**src/rtl/ttbd_pkg.sv**
```systemverilog
package ttbd_pkg;
    localparam int REG_W     = 64;
    localparam int PA_W      = 52;
    localparam int VA_HI     = 48;
    localparam int ASID_W    = 16;
    localparam int XW        = 6;
    localparam int X_MIN     = 6;
    localparam int HI_W      = PA_W - VA_HI;
    localparam int HI_SRC_LO = 2;
    localparam logic [2:0] PA_CODE_WIDE = 3'b110;

    typedef struct packed {
        logic [PA_W-1:0]   base;
        logic [ASID_W-1:0] asid;
        logic              cnp;
        logic              asf;
        logic              rsv;
    } walk_start_t;

    typedef enum logic {ST_IDLE, ST_RESP} stage_state_t;
endpackage

```
**src/rtl/ttbd_align.sv**
```systemverilog
module ttbd_align
    import ttbd_pkg::*;
(
    input  logic [XW-1:0]    align_x,
    output logic [VA_HI-1:0] below_x
);
    localparam logic [XW-1:0] LO_LIM = XW'(X_MIN);
    localparam logic [XW-1:0] HI_LIM = XW'(VA_HI);

    logic [XW-1:0] xc;

    always_comb begin
        if (align_x < LO_LIM)
            xc = LO_LIM;
        else if (align_x > HI_LIM)
            xc = HI_LIM;
        else
            xc = align_x;
    end

    // One comparator per address bit: set when the bit lies below xc.
    for (genvar i = 0; i < VA_HI; i++) begin : g_mask
        assign below_x[i] = (XW'(i) < xc);
    end
endmodule

```
**src/rtl/ttbd_fields.sv**
```systemverilog
module ttbd_fields
    import ttbd_pkg::*;
(
    input  logic [REG_W-1:0] req_reg,
    input  logic [2:0]       pa_code,
    input  logic [VA_HI-1:0] below_x,
    input  logic             pa52_ok,
    input  logic             lpa_en,
    input  logic             asid16,
    input  logic             cnp_en,
    output walk_start_t      fields
);
    localparam int HALF = ASID_W / 2;

    logic             wide;
    logic [VA_HI-1:0] rsv_mask;

    assign wide = lpa_en && (pa_code == PA_CODE_WIDE);

    always_comb begin
        rsv_mask    = below_x;
        rsv_mask[0] = 1'b0;
        if (wide)
            rsv_mask[HI_SRC_LO +: HI_W] = '0;
    end

    always_comb begin
        fields.base[VA_HI-1:0]    = req_reg[VA_HI-1:0] & ~below_x;
        fields.base[PA_W-1:VA_HI] = wide ? req_reg[HI_SRC_LO +: HI_W] : '0;
        fields.asid               = req_reg[REG_W-1 -: ASID_W];
        if (!asid16)
            fields.asid[ASID_W-1:HALF] = '0;
        fields.cnp = cnp_en & req_reg[0];
        fields.asf = !pa52_ok && (pa_code == PA_CODE_WIDE) &&
                     (|req_reg[HI_SRC_LO +: HI_W]);
        fields.rsv = |(req_reg[VA_HI-1:0] & rsv_mask);
    end
endmodule

```
**src/rtl/ttbd_stage.sv**
```systemverilog
module ttbd_stage
    import ttbd_pkg::*;
(
    input  logic        clk,
    input  logic        rst,
    input  logic        req_valid,
    input  walk_start_t d,
    output logic        rsp_valid,
    output walk_start_t q
);
    stage_state_t state_q, state_d;

    always_comb begin
        unique case (state_q)
            ST_IDLE: state_d = req_valid ? ST_RESP : ST_IDLE;
            ST_RESP: state_d = req_valid ? ST_RESP : ST_IDLE;
            default: state_d = ST_IDLE;
        endcase
    end

    always_ff @(posedge clk) begin
        if (rst)
            state_q <= ST_IDLE;
        else
            state_q <= state_d;
    end

    always_comb begin
        rsp_valid = (state_q == ST_RESP);
    end

    always_ff @(posedge clk) begin
        if (req_valid)
            q <= d;
    end

    AST_RSP_FOLLOWS_REQ: assert property (@(posedge clk) disable iff (rst)
        req_valid |=> rsp_valid);
    AST_NO_SPURIOUS_RSP: assert property (@(posedge clk) disable iff (rst)
        !req_valid |=> !rsp_valid);
endmodule

```
**src/rtl/ttb_decode.sv**
```systemverilog
module ttb_decode
    import ttbd_pkg::*;
(
    input  logic             clk,
    input  logic             rst,
    input  logic             req_valid,
    input  logic [REG_W-1:0] req_reg,
    input  logic [2:0]       pa_code,
    input  logic [XW-1:0]    align_x,
    input  logic             pa52_ok,
    input  logic             lpa_en,
    input  logic             asid16,
    input  logic             cnp_en,
    output logic             rsp_valid,
    output logic [PA_W-1:0]  rsp_base,
    output logic [ASID_W-1:0] rsp_asid,
    output logic             rsp_cnp,
    output logic             rsp_asf,
    output logic             rsp_rsv
);
    logic [VA_HI-1:0] below_x;
    walk_start_t      dec, held;

    ttbd_align u_align (
        .align_x (align_x),
        .below_x (below_x)
    );

    ttbd_fields u_fields (
        .req_reg (req_reg),
        .pa_code (pa_code),
        .below_x (below_x),
        .pa52_ok (pa52_ok),
        .lpa_en  (lpa_en),
        .asid16  (asid16),
        .cnp_en  (cnp_en),
        .fields  (dec)
    );

    ttbd_stage u_stage (
        .clk       (clk),
        .rst       (rst),
        .req_valid (req_valid),
        .d         (dec),
        .rsp_valid (rsp_valid),
        .q         (held)
    );

    assign rsp_base = held.base;
    assign rsp_asid = held.asid;
    assign rsp_cnp  = held.cnp;
    assign rsp_asf  = held.asf;
    assign rsp_rsv  = held.rsv;

    AST_BASE_MIN_ALIGN: assert property (@(posedge clk) disable iff (rst)
        rsp_valid |-> (rsp_base[X_MIN-1:0] == '0));
    AST_HI_ZERO_NARROW: assert property (@(posedge clk) disable iff (rst)
        (req_valid && !(lpa_en && pa_code == PA_CODE_WIDE)) |=>
        (rsp_base[PA_W-1:VA_HI] == '0));
    AST_ASF_SUPPORTED: assert property (@(posedge clk) disable iff (rst)
        (req_valid && pa52_ok) |=> !rsp_asf);
    AST_ASID_NARROW: assert property (@(posedge clk) disable iff (rst)
        (req_valid && !asid16) |=> (rsp_asid[ASID_W-1:ASID_W/2] == '0));
    AST_CNP_ABSENT: assert property (@(posedge clk) disable iff (rst)
        (req_valid && !cnp_en) |=> !rsp_cnp);
endmodule

```
**config.mk**
```make
export PLATFORM = sky130hd
export DESIGN_NAME = ttb_decode
export DESIGN_NICKNAME = d
export VERILOG_FILES = /design/src/rtl/ttbd_pkg.sv /design/src/rtl/ttbd_align.sv /design/src/rtl/ttbd_fields.sv /design/src/rtl/ttbd_stage.sv /design/src/rtl/ttb_decode.sv
export SDC_FILE = /design/constraint.sdc
export NUM_CORES = 1
export LEC_CHECK = 0
export BUFFER_PORTS_ARGS = -buffer_cell sky130_fd_sc_hd__buf_2
export CORE_MARGIN = 2
export CORE_UTILIZATION = 50
export CTS_CLUSTER_DIAMETER = 100
export DETAILED_ROUTE_END_ITERATION = 7
export GPL_TIMING_DRIVEN = 0
export PLACE_DENSITY = 0.91
export RECOVER_POWER = 50
export SLEW_MARGIN = 20
export SYNTH_ARGS = -nofsm -noshare
export SYNTH_HDL_FRONTEND = slang
export SYNTH_SLANG_ARGS = --single-unit
```
**constraint.sdc**
```tcl
create_clock -name clk -period 2.6 [get_ports clk]
set_input_delay 0.52 -clock clk [delete_from_list [all_inputs] [get_ports clk]]
set_output_delay 0.52 -clock clk [all_outputs]
set_load 0.005 [all_outputs]
```
==> results of run 1 <==
[layer usage]
layer	GRT usage, %	routed length, um
met3	5.58	860
met5	0	0
met4	9.81	184
met1	34.1	3950
met2	46.8	4970
[flip-flops by register name (all words and copies together) (netlist names)]
register / count
u_stage.rsp_valid: 1
u_stage.q: 71
[logic make-up (layout without fill, tap and decap cells)]
logic type / after synthesis / count (layout) / synth area share (%)
simple gates: 91 / 91 / 16.2
compound gates: 76 / 76 / 15.2
flops: 72 / 72 / 64.6
buf+inv: 25 / 192 / 3.27
fa+ha+maj: 2 / 2 / 0.601
other cells: 1 / 6 / 0.113
[through the flow]
step           cell area, sq um  std cells  setup slack, ns  setup TNS [ns]
6_report                   4420        516            0.144               0
5_1_grt                    4420        516           0.0924               0
4_1_cts                    4430        516            0.282               0
3_5_place_dp               4200        500          -0.0578         -0.0578
3_3_place_gp               4200        500           -0.103          -0.103
2_1_floorplan              3350        272            0.676               0
[path summary, 6_finish.rpt]
path	from	endpoint	slack [ns]	cells past startpoint
worst max-delay path	align_x[5]	u_stage.q[0]	0.14	7
worst min-delay path	rst	u_stage.rsp_valid	0.33	2
[power by group through the flow]
| stage | Sequential [W] | Combinational, W | Clock, W |
|---|---|---|---|
| after detailed placement | 0.00142 | 0.000368 | 0 |
| after CTS | 0.00139 | 0.000370 | 0.00103 |
| after floorplan | 0.00143 | 0.000124 | 0 |
| after global routing | 0.00140 | 0.000404 | 0.00106 |
| final | 0.00140 | 0.000370 | 0.00102 |
| after global placement | 0.00142 | 0.000362 | 0 |
[area by class of cell]
cell class	instances	area, sq um	share of cell area [%]
sequential	72	2150	48.7
buffer	19	85.1	1.92
clock buffer	10	138	3.11
tap	77	96.3	2.18
multi-input combinational	175	1090	24.6
inverter	6	22.5	0.509
timing repair buffer	151	751	17.0
clock inverter	6	91.3	2.07
[cells in the final DEF (no fill, tap or decap), types with 8 or more instances in the layout]
cell type / netlist / final
nor2_1: 8 / 8
and3_1: 11 / 11
buf_2: 6 / 151
and2_0: 0 / 8
clkbuf_1: 11 / 16
clkbuf_8: 0 / 10
nand2_1: 12 / 12
o21ai_0: 19 / 19
a21oi_1: 14 / 14
and2_1: 28 / 20
edfxtp_1: 71 / 71
==> reports/qor.log, run 1 <==
[worst_setup_path] required time at the worst-slack endpoint 2.65 ns
[clock_network] Max H-tree Level 3
[timing] final worst path period share 94.4%
[synth] Syn Std Cell Area 3330 sq um
[clock_network] Resized Gates After CTS 0
[route] drt total wl 9960 um
[placed_design] placed wire-length estimate after detailed placement 7380 um
[layout] count of fill cells added during filler insertion 500
[floorplan] initial cell density of the core 52.1%
[worst_setup_path] Crit Path Category in2reg
[timing] post-route minimum period 2.46 ns
[grt] GRT Total Usage 27.2%
[power_and_ir_drop] share of power burned in the clock network 36.7%
[power_and_ir_drop] leak pwr 1.86 nW
[floorplan] full die area 7330 sq um
[route] Avg WL per Cell 19.3 um
[worst_setup_path] maximum net fanout on the critical path 10
[synth] register bit count reported by yosys 72
[synth] gate count of the mapped netlist 267
[synth] cell with the most instances after synthesis edfxtp_1
[clock_network] TritonCTS sink count 72
[route] number of remaining DRC errors 0
[clock_network] TritonCTS buffer count 9
[timing] unrepaired setup endpoints after global routing no
[run_status] run status complete, but fails checks
[worst_setup_path] data arrival time of the critical path 2.51 ns
[power_and_ir_drop] share of total power in sequential cells 50.1%
[timing] final-report setup violation count 0
[clock_network] clk buf depth 2
[timing] number of pins with negative max-slew slack in the final report 73
[worst_setup_path] crit-path cells buf_2 -> clkbuf_1 -> clkbuf_1 -> nor2_1 -> a21oi_1 -> nor4_1 -> nand4b_1
[power_and_ir_drop] power density normalized to cell area 630 nW/um^2
[worst_setup_path] kind of end point of the critical path flip-flop
[synth] post-synthesis async set-or-reset flop share 0%
[clock_network] CTS clock-pin slew for the worst setup and hold paths 0.08 ns
[grt] maximum number of pins on one net before global-route repair 73
[synth] library cell with the largest summed area after synthesis edfxtp_1
[layout] synthesis-to-finish area growth 32.8%
[layout] final core utilization 69.3%
[grt] vias in the first global route 2800
[synth] mean post-synth cell area 12.5 sq um
[power_and_ir_drop] internal portion of total power 0.00211 W
[worst_setup_path] kind of cell adding the most delay to the critical path simple AND/OR/NAND/NOR gates
[route] Detail Route Antenna Nets 0
[synth] sequential-to-total area share from yosys stat 64.6%
[synth] synth cell count leaders edfxtp_1, and2_1, o21ai_0
[clock_network] root buffer cell clkbuf_8
[synth] Most used DFF post-synth edfxtp_1
[placed_design] GPL Wtd Cong 0.947
[clock_network] Hold-fix buffers, CTS 0
[synth] count of flip-flops with a built-in enable after synthesis 71
[layout] fraction of final layout cells with drive strength greater than 1 38.7%
[floorplan] Core Footprint 6390 sq um
[power_and_ir_drop] Gate power share 13.3%
[worst_setup_path] delay of the slowest critical-path stage 0.63 ns
[route] via count 2886
[grt] overall overflow remaining after global route 0
[power_and_ir_drop] Net Sw Frac 24.4%
[clock_network] CTS tree yes
[timing] transition time at the pin with the least slew margin 1.73 ns
[synth] Synth top area share 64.0%
[clock_network] post-CTS setup buffer count 0
[floorplan] cell row count 29
[floorplan] Top-Level Pins 152
[timing] post-route worst hold slack 0.327 ns
[floorplan] overall die height 85.6 um
[synth] main area contributors after synthesis edfxtp_1, and2_1, o21ai_0
[worst_setup_path] cell with the biggest individual delay on the critical path nor2_1
[route] First-pass DRT Iterations 6
[worst_setup_path] worst path bufs/invs 3
[job] count of max-cap constraint violations 1
[power_and_ir_drop] Sw Pwr 0.000680 W
[worst_setup_path] most common cell type on the critical path clkbuf_1
[timing] final hold violations 0
[grt] wire length of the first global-routing pass 14800 um
[grt] number of antenna violations at the first check in global routing 0
[floorplan] Die Span X 85.6 um
[synth] distinct cell type count of the synthesized netlist 50
[route] Via density 5.59
[route] number of design-rule violations left by the first detailed-router iteration 220
[run_status] violated checks max-capacitance violations, max-slew violations
[placed_design] # port buffers 151
[timing] top achievable clock speed 407 MHz
[layout] final net count 514
[layout] Inserted Diodes 0
[power_and_ir_drop] total power after layout 0.00279 W
[timing] Max transition margin -15.6%
[worst_hold_path] type of the most critical hold path in2reg
[synth] number of warnings printed during yosys synthesis 0
[worst_setup_path] startpoint types primary input
[power_and_ir_drop] Worst VDD drop 515 uV
Note: power is estimated with default switching activity, not from simulation.
==> inputs of run 2 (changes only) <==
REMOVE_ABC_BUFFERS = 1   (was default)
==> reports/qor.log, run 2 (synthesized netlist as in run 1, its figures left out) <==
[worst_hold_path] Worst Hold Launch rst
[floorplan] Die Span X 85.6 um
[layout] commonest non-fill, non-tap cell in the layout buf_2
[run_status] run status finished clean
[worst_setup_path] startpoint types primary input
[worst_setup_path] cell with the biggest individual delay on the critical path nor4bb_1
[worst_setup_path] crit-path cells buf_2 -> and2_0 -> o21ai_0 -> o2111ai_1 -> nor4bb_1 -> nand4b_1
[route] number of design-rule violations left by the first detailed-router iteration 176
[layout] Inserted Diodes 0
[timing] unrepaired setup endpoints after global routing no
[route] Max Used Layer met4
[grt] maximum number of pins on one net before global-route repair 56
[timing] final hold violations 0
[grt] number of antenna violations at the first check in global routing 0
[worst_hold_path] type of the most critical hold path in2reg
[clock_network] post-CTS setup buffer count 0
[worst_setup_path] kind of end point of the critical path flip-flop
[placed_design] post-placement worst setup slack 0.130 ns
[power_and_ir_drop] leak pwr 1.82 nW
[clock_network] Resized Gates After CTS 0
[layout] most used cells in the layout excluding fill and tap cells buf_2, edfxtp_1, o21ai_0, and2_1, a21oi_1
[clock_network] CTS clock-pin slew for the worst setup and hold paths 0.08 ns
[route] drt total wl 9050 um
[layout] fraction of final layout cells with drive strength greater than 1 39.0%
[grt] vias in the first global route 2648
[route] Post-Route M1 WL 3570 um
[worst_setup_path] data arrival time of the critical path 2.24 ns
[clock_network] Max H-tree Level 3
[layout] max FFs per register 71
[power_and_ir_drop] Worst VDD drop 394 uV
[timing] fin worst setup slack 0.419 ns
[worst_setup_path] required time at the worst-slack endpoint 2.65 ns
[route] via count 2818
[clock_network] clk buf depth 2
[clock_network] TritonCTS sink count 72
[route] met2 WL post-DR 4480 um
[floorplan] cell row count 29
[clock_network] root buffer cell clkbuf_8
[worst_hold_path] Hold Crit Depth 2
[grt] wire length of the first global-routing pass 13300 um
[route] number of remaining DRC errors 0
[timing] Max transition margin 22.7%
[floorplan] Top-Level Pins 152
[floorplan] initial cell density of the core 52.1%
[timing] transition time at the pin with the least slew margin 1.16 ns
[grt] GRT Total Usage 24.1%
[timing] final worst path period share 83.9%
[layout] register with the most flip-flops u_stage.q
[route] Avg WL per Cell 18.2 um
[timing] post-route minimum period 2.18 ns
[layout] final net count 496
[route] First-pass DRT Iterations 5
[worst_setup_path] maximum net fanout on the critical path 31
[timing] number of pins with negative max-slew slack in the final report 0
[worst_setup_path] Crit Path Category in2reg
[floorplan] overall die height 85.6 um
[route] Detail Route Antenna Nets 0
[power_and_ir_drop] power density normalized to cell area 613 nW/um^2
[timing] top achievable clock speed 458 MHz
[timing] final-report setup violation count 0
[placed_design] placed wire-length estimate after detailed placement 6530 um
[floorplan] Core Footprint 6390 sq um
[route] routed length on met3 861 um
[timing] final-layout setup total negative slack 0 ns
[worst_hold_path] hold-critical path endpoint u_stage.rsp_valid
[job] count of max-cap constraint violations 0
[clock_network] Hold-fix buffers, CTS 0
[clock_network] CTS tree yes
[clock_network] TritonCTS buffer count 9
[route] Via density 5.66
[placed_design] GPL Wtd Cong 0.901
[grt] overall overflow remaining after global route 0
[placed_design] # port buffers 151
[worst_setup_path] delay of the slowest critical-path stage 0.46 ns
[layout] synthesis-to-finish area growth 30.5%
[floorplan] full die area 7330 sq um
## run 2: critical path: cells and delay by family
family	cells	cell delay, ns
AO/OA/AOI/OAI	2	0.47
buffers and inverters	1	0.27
AND/OR/NAND/NOR	3	0.97
## run 2: layout make-up
class / instances / area, sq um
sequential: 72 / 2150
clock inverter: 4 / 52.6
timing repair buffer: 152 / 778
inverter: 6 / 22.5
tap: 77 / 96.3
multi-input combinational: 175 / 1090
fill: 501 / 2040
clock buffer: 12 / 155
## run 2: worst max path at each step
stage          cells past startpoint      endpoint        from  slack [ns]
2_1_floorplan                      5  u_stage.q[0]  align_x[3]        0.77
3_3_place_gp                       6  u_stage.q[0]  align_x[4]        0.11
3_5_place_dp                       6  u_stage.q[0]  align_x[4]        0.13
4_1_cts                            6  u_stage.q[0]  align_x[4]        0.47
5_1_grt                            6  u_stage.q[0]  align_x[4]        0.31
6_report                           6  u_stage.q[0]  align_x[4]        0.42
## run 2: metal layers
metal,track usage (%),vias up
met5,0,-
met1,29.8,1337
met3,5.68,10
met4,9.67,0
li1,-,1317
met2,41.1,154
## run 2: metrics by stage
stage | hold slack [ns] | cell area, sq um | total power [W] | std cells | util (%)
after floorplan | 0.592 | 3260 | 0.00153 | 253 | -
after global placement | 0.676 | 4110 | 0.00176 | 481 | 64.4
after detailed placement | 0.682 | 4140 | 0.00177 | 482 | 64.9
after CTS | 0.316 | 4350 | 0.00269 | 498 | 68.1
after global routing | 0.313 | 4340 | 0.00278 | 498 | 68.0
final | 0.333 | 4340 | 0.00266 | 498 | 68.0
## run 2: power by group
group / internal, W / switching (W) / total [W]
clock network: 0.000500 / 0.000415 / 0.000915
registers: 0.00137 / 0.0000219 / 0.00139
logic: 0.000157 / 0.000197 / 0.000354
total: 0.00203 / 0.000634 / 0.00266
==> inputs of run 3 (changes only) <==
CORE_UTILIZATION = 47   (was 50)
PLACE_DENSITY = 0.86   (was 0.91)
clock period = 2.1 ns   (was 2.6 ns; I/O delays follow)
==> reports/qor.log, run 3 (synthesized netlist as in run 1, its figures left out) <==
[worst_setup_path] startpoint types primary input
[placed_design] Inst Count DP 501
[layout] count of non-filler cells in the finished layout 517
[timing] number of pins with negative max-slew slack in the final report 0
[worst_setup_path] data arrival time of the critical path 2.09 ns
[layout] max FFs per register 71
[layout] Inserted Diodes 0
[timing] Max transition margin 37.8%
[placed_design] placed wire-length estimate after detailed placement 6400 um
[job] count of max-cap constraint violations 0
[grt] overall overflow remaining after global route 0
[floorplan] full die area 7770 sq um
[route] number of remaining DRC errors 0
[placed_design] post-placement worst setup slack -0.280 ns
[worst_setup_path] maximum net fanout on the critical path 31
[timing] post-route worst hold slack 0.220 ns
[timing] final worst path period share 95.7%
[layout] register with the most flip-flops u_stage.q
[placed_design] GPL Wtd Cong 0.899
[layout] cell area after layout 4360 sq um
[grt] wire length of the first global-routing pass 12800 um
[layout] final net count 496
[clock_network] Max H-tree Level 3
[worst_setup_path] cell with the biggest individual delay on the critical path nor4bb_1
[power_and_ir_drop] power density normalized to cell area 772 nW/um^2
[worst_setup_path] worst path bufs/invs 1
[worst_setup_path] crit-path cells buf_2 -> and2_0 -> o21ai_0 -> o2111ai_1 -> nor4bb_1 -> nand4b_1
[route] drt total wl 8740 um
[grt] maximum number of pins on one net before global-route repair 39
[worst_hold_path] Worst Hold Launch rst
[clock_network] clk buf depth 2
[run_status] run status finished clean
[clock_network] CTS tree yes
[route] First-pass DRT Iterations 5
[timing] final hold violations 0
[worst_hold_path] Hold Crit Depth 2
[clock_network] root buffer cell clkbuf_8
[power_and_ir_drop] Worst VDD drop 439 uV
[timing] transition time at the pin with the least slew margin 0.933 ns
[clock_network] TritonCTS buffer count 9
[route] via count 2750
[floorplan] overall die height 88.2 um
[worst_setup_path] kind of end point of the critical path flip-flop
[route] number of design-rule violations left by the first detailed-router iteration 154
[layout] synthesis-to-finish area growth 31.0%
[clock_network] Resized Gates After CTS 0
[clock_network] TritonCTS sink count 72
[clock_network] post-CTS setup buffer count 0
[clock_network] CTS clock-pin slew for the worst setup and hold paths 0.08 ns
[timing] post-route minimum period 2.01 ns
[placed_design] cell area after placement 4160 sq um
[layout] commonest non-fill, non-tap cell in the layout buf_2
[worst_hold_path] hold-critical path endpoint u_stage.rsp_valid
[route] Detail Route Antenna Nets 0
[floorplan] initial cell density of the core 48.7%
[route] Via density 5.32
[worst_setup_path] required time at the worst-slack endpoint 2.18 ns
[timing] top achievable clock speed 497 MHz
[timing] unrepaired setup endpoints after global routing no
[floorplan] cell row count 30
[worst_setup_path] delay of the slowest critical-path stage 0.43 ns
[floorplan] Top-Level Pins 152
[route] Avg WL per Cell 16.9 um
[placed_design] # port buffers 151
[floorplan] Die Span X 88.2 um
[layout] fraction of final layout cells with drive strength greater than 1 39.2%
[floorplan] Core Footprint 6830 sq um
[worst_hold_path] type of the most critical hold path in2reg
[grt] number of antenna violations at the first check in global routing 0
[power_and_ir_drop] leak pwr 1.81 nW
[layout] most used cells in the layout excluding fill and tap cells buf_2, edfxtp_1, o21ai_0, and2_1, a21oi_1
[timing] final-report setup violation count 0
[worst_setup_path] Crit Path Category in2reg
[clock_network] Hold-fix buffers, CTS 0
[grt] vias in the first global route 2625
[worst_setup_path] kind of cell adding the most delay to the critical path simple AND/OR/NAND/NOR gates
[timing] fin worst setup slack 0.0898 ns
[grt] GRT Total Usage 22.0%
-- run 3: changes by cell type in the layout (fill, tap and decap cells not counted), sizes merged --
cell and delta:
buf -1, bufinv +1, clkbuf -1, clkinv -1, clkinvlp +2
-- run 3: where the power goes --
| group | switching (W) | total, W | internal (W) |
|---|---|---|---|
| registers | 0.0000245 | 0.00172 | 0.00170 |
| logic | 0.000239 | 0.000429 | 0.000190 |
| clock network | 0.000537 | 0.00121 | 0.000675 |
| total | 0.000801 | 0.00337 | 0.00257 |
-- run 3: worst max-delay path by stage --
stage | slack [ns] | endpoint | cells after the start | start
floorplan | 0.37 | u_stage.q[0] | 5 | align_x[3]
global placement | -0.26 | u_stage.q[0] | 6 | align_x[4]
detailed placement | -0.28 | u_stage.q[0] | 6 | align_x[4]
CTS | 0.11 | u_stage.q[0] | 6 | align_x[4]
global route | 0.03 | u_stage.q[0] | 6 | align_x[4]
finish | 0.09 | u_stage.q[0] | 6 | align_x[4]
-- run 3: metrics by stage --
stage	utilization [%]	TNS, ns	power, W
finish	63.8	0	0.00337
global route	63.8	0	0.00350
CTS	64.1	0	0.00339
detailed placement	60.9	-0.280	0.00219
global placement	60.6	-0.264	0.00218
floorplan	-	0	0.00190
-- run 3: area by class of cell --
| cell class | instances | area, sq um |
|---|---|---|
| Tap cell | 96 | 120 |
| Fill cell | 569 | 2470 |
| Multi-Input combinational cell | 175 | 1090 |
| Sequential cell | 72 | 2150 |
| Inverter | 6 | 22.5 |
| Timing Repair Buffer | 152 | 759 |
| Clock inverter | 6 | 92.6 |
| Clock buffer | 10 | 128 |
-- run 3: routing by layer --
layer / part of all wire [%] / GRT usage [%]
met5: 0 / 0
met4: 1.0 / 7.02
met3: 10 / 5.37
met2: 48 / 36.4
met1: 41 / 28.7
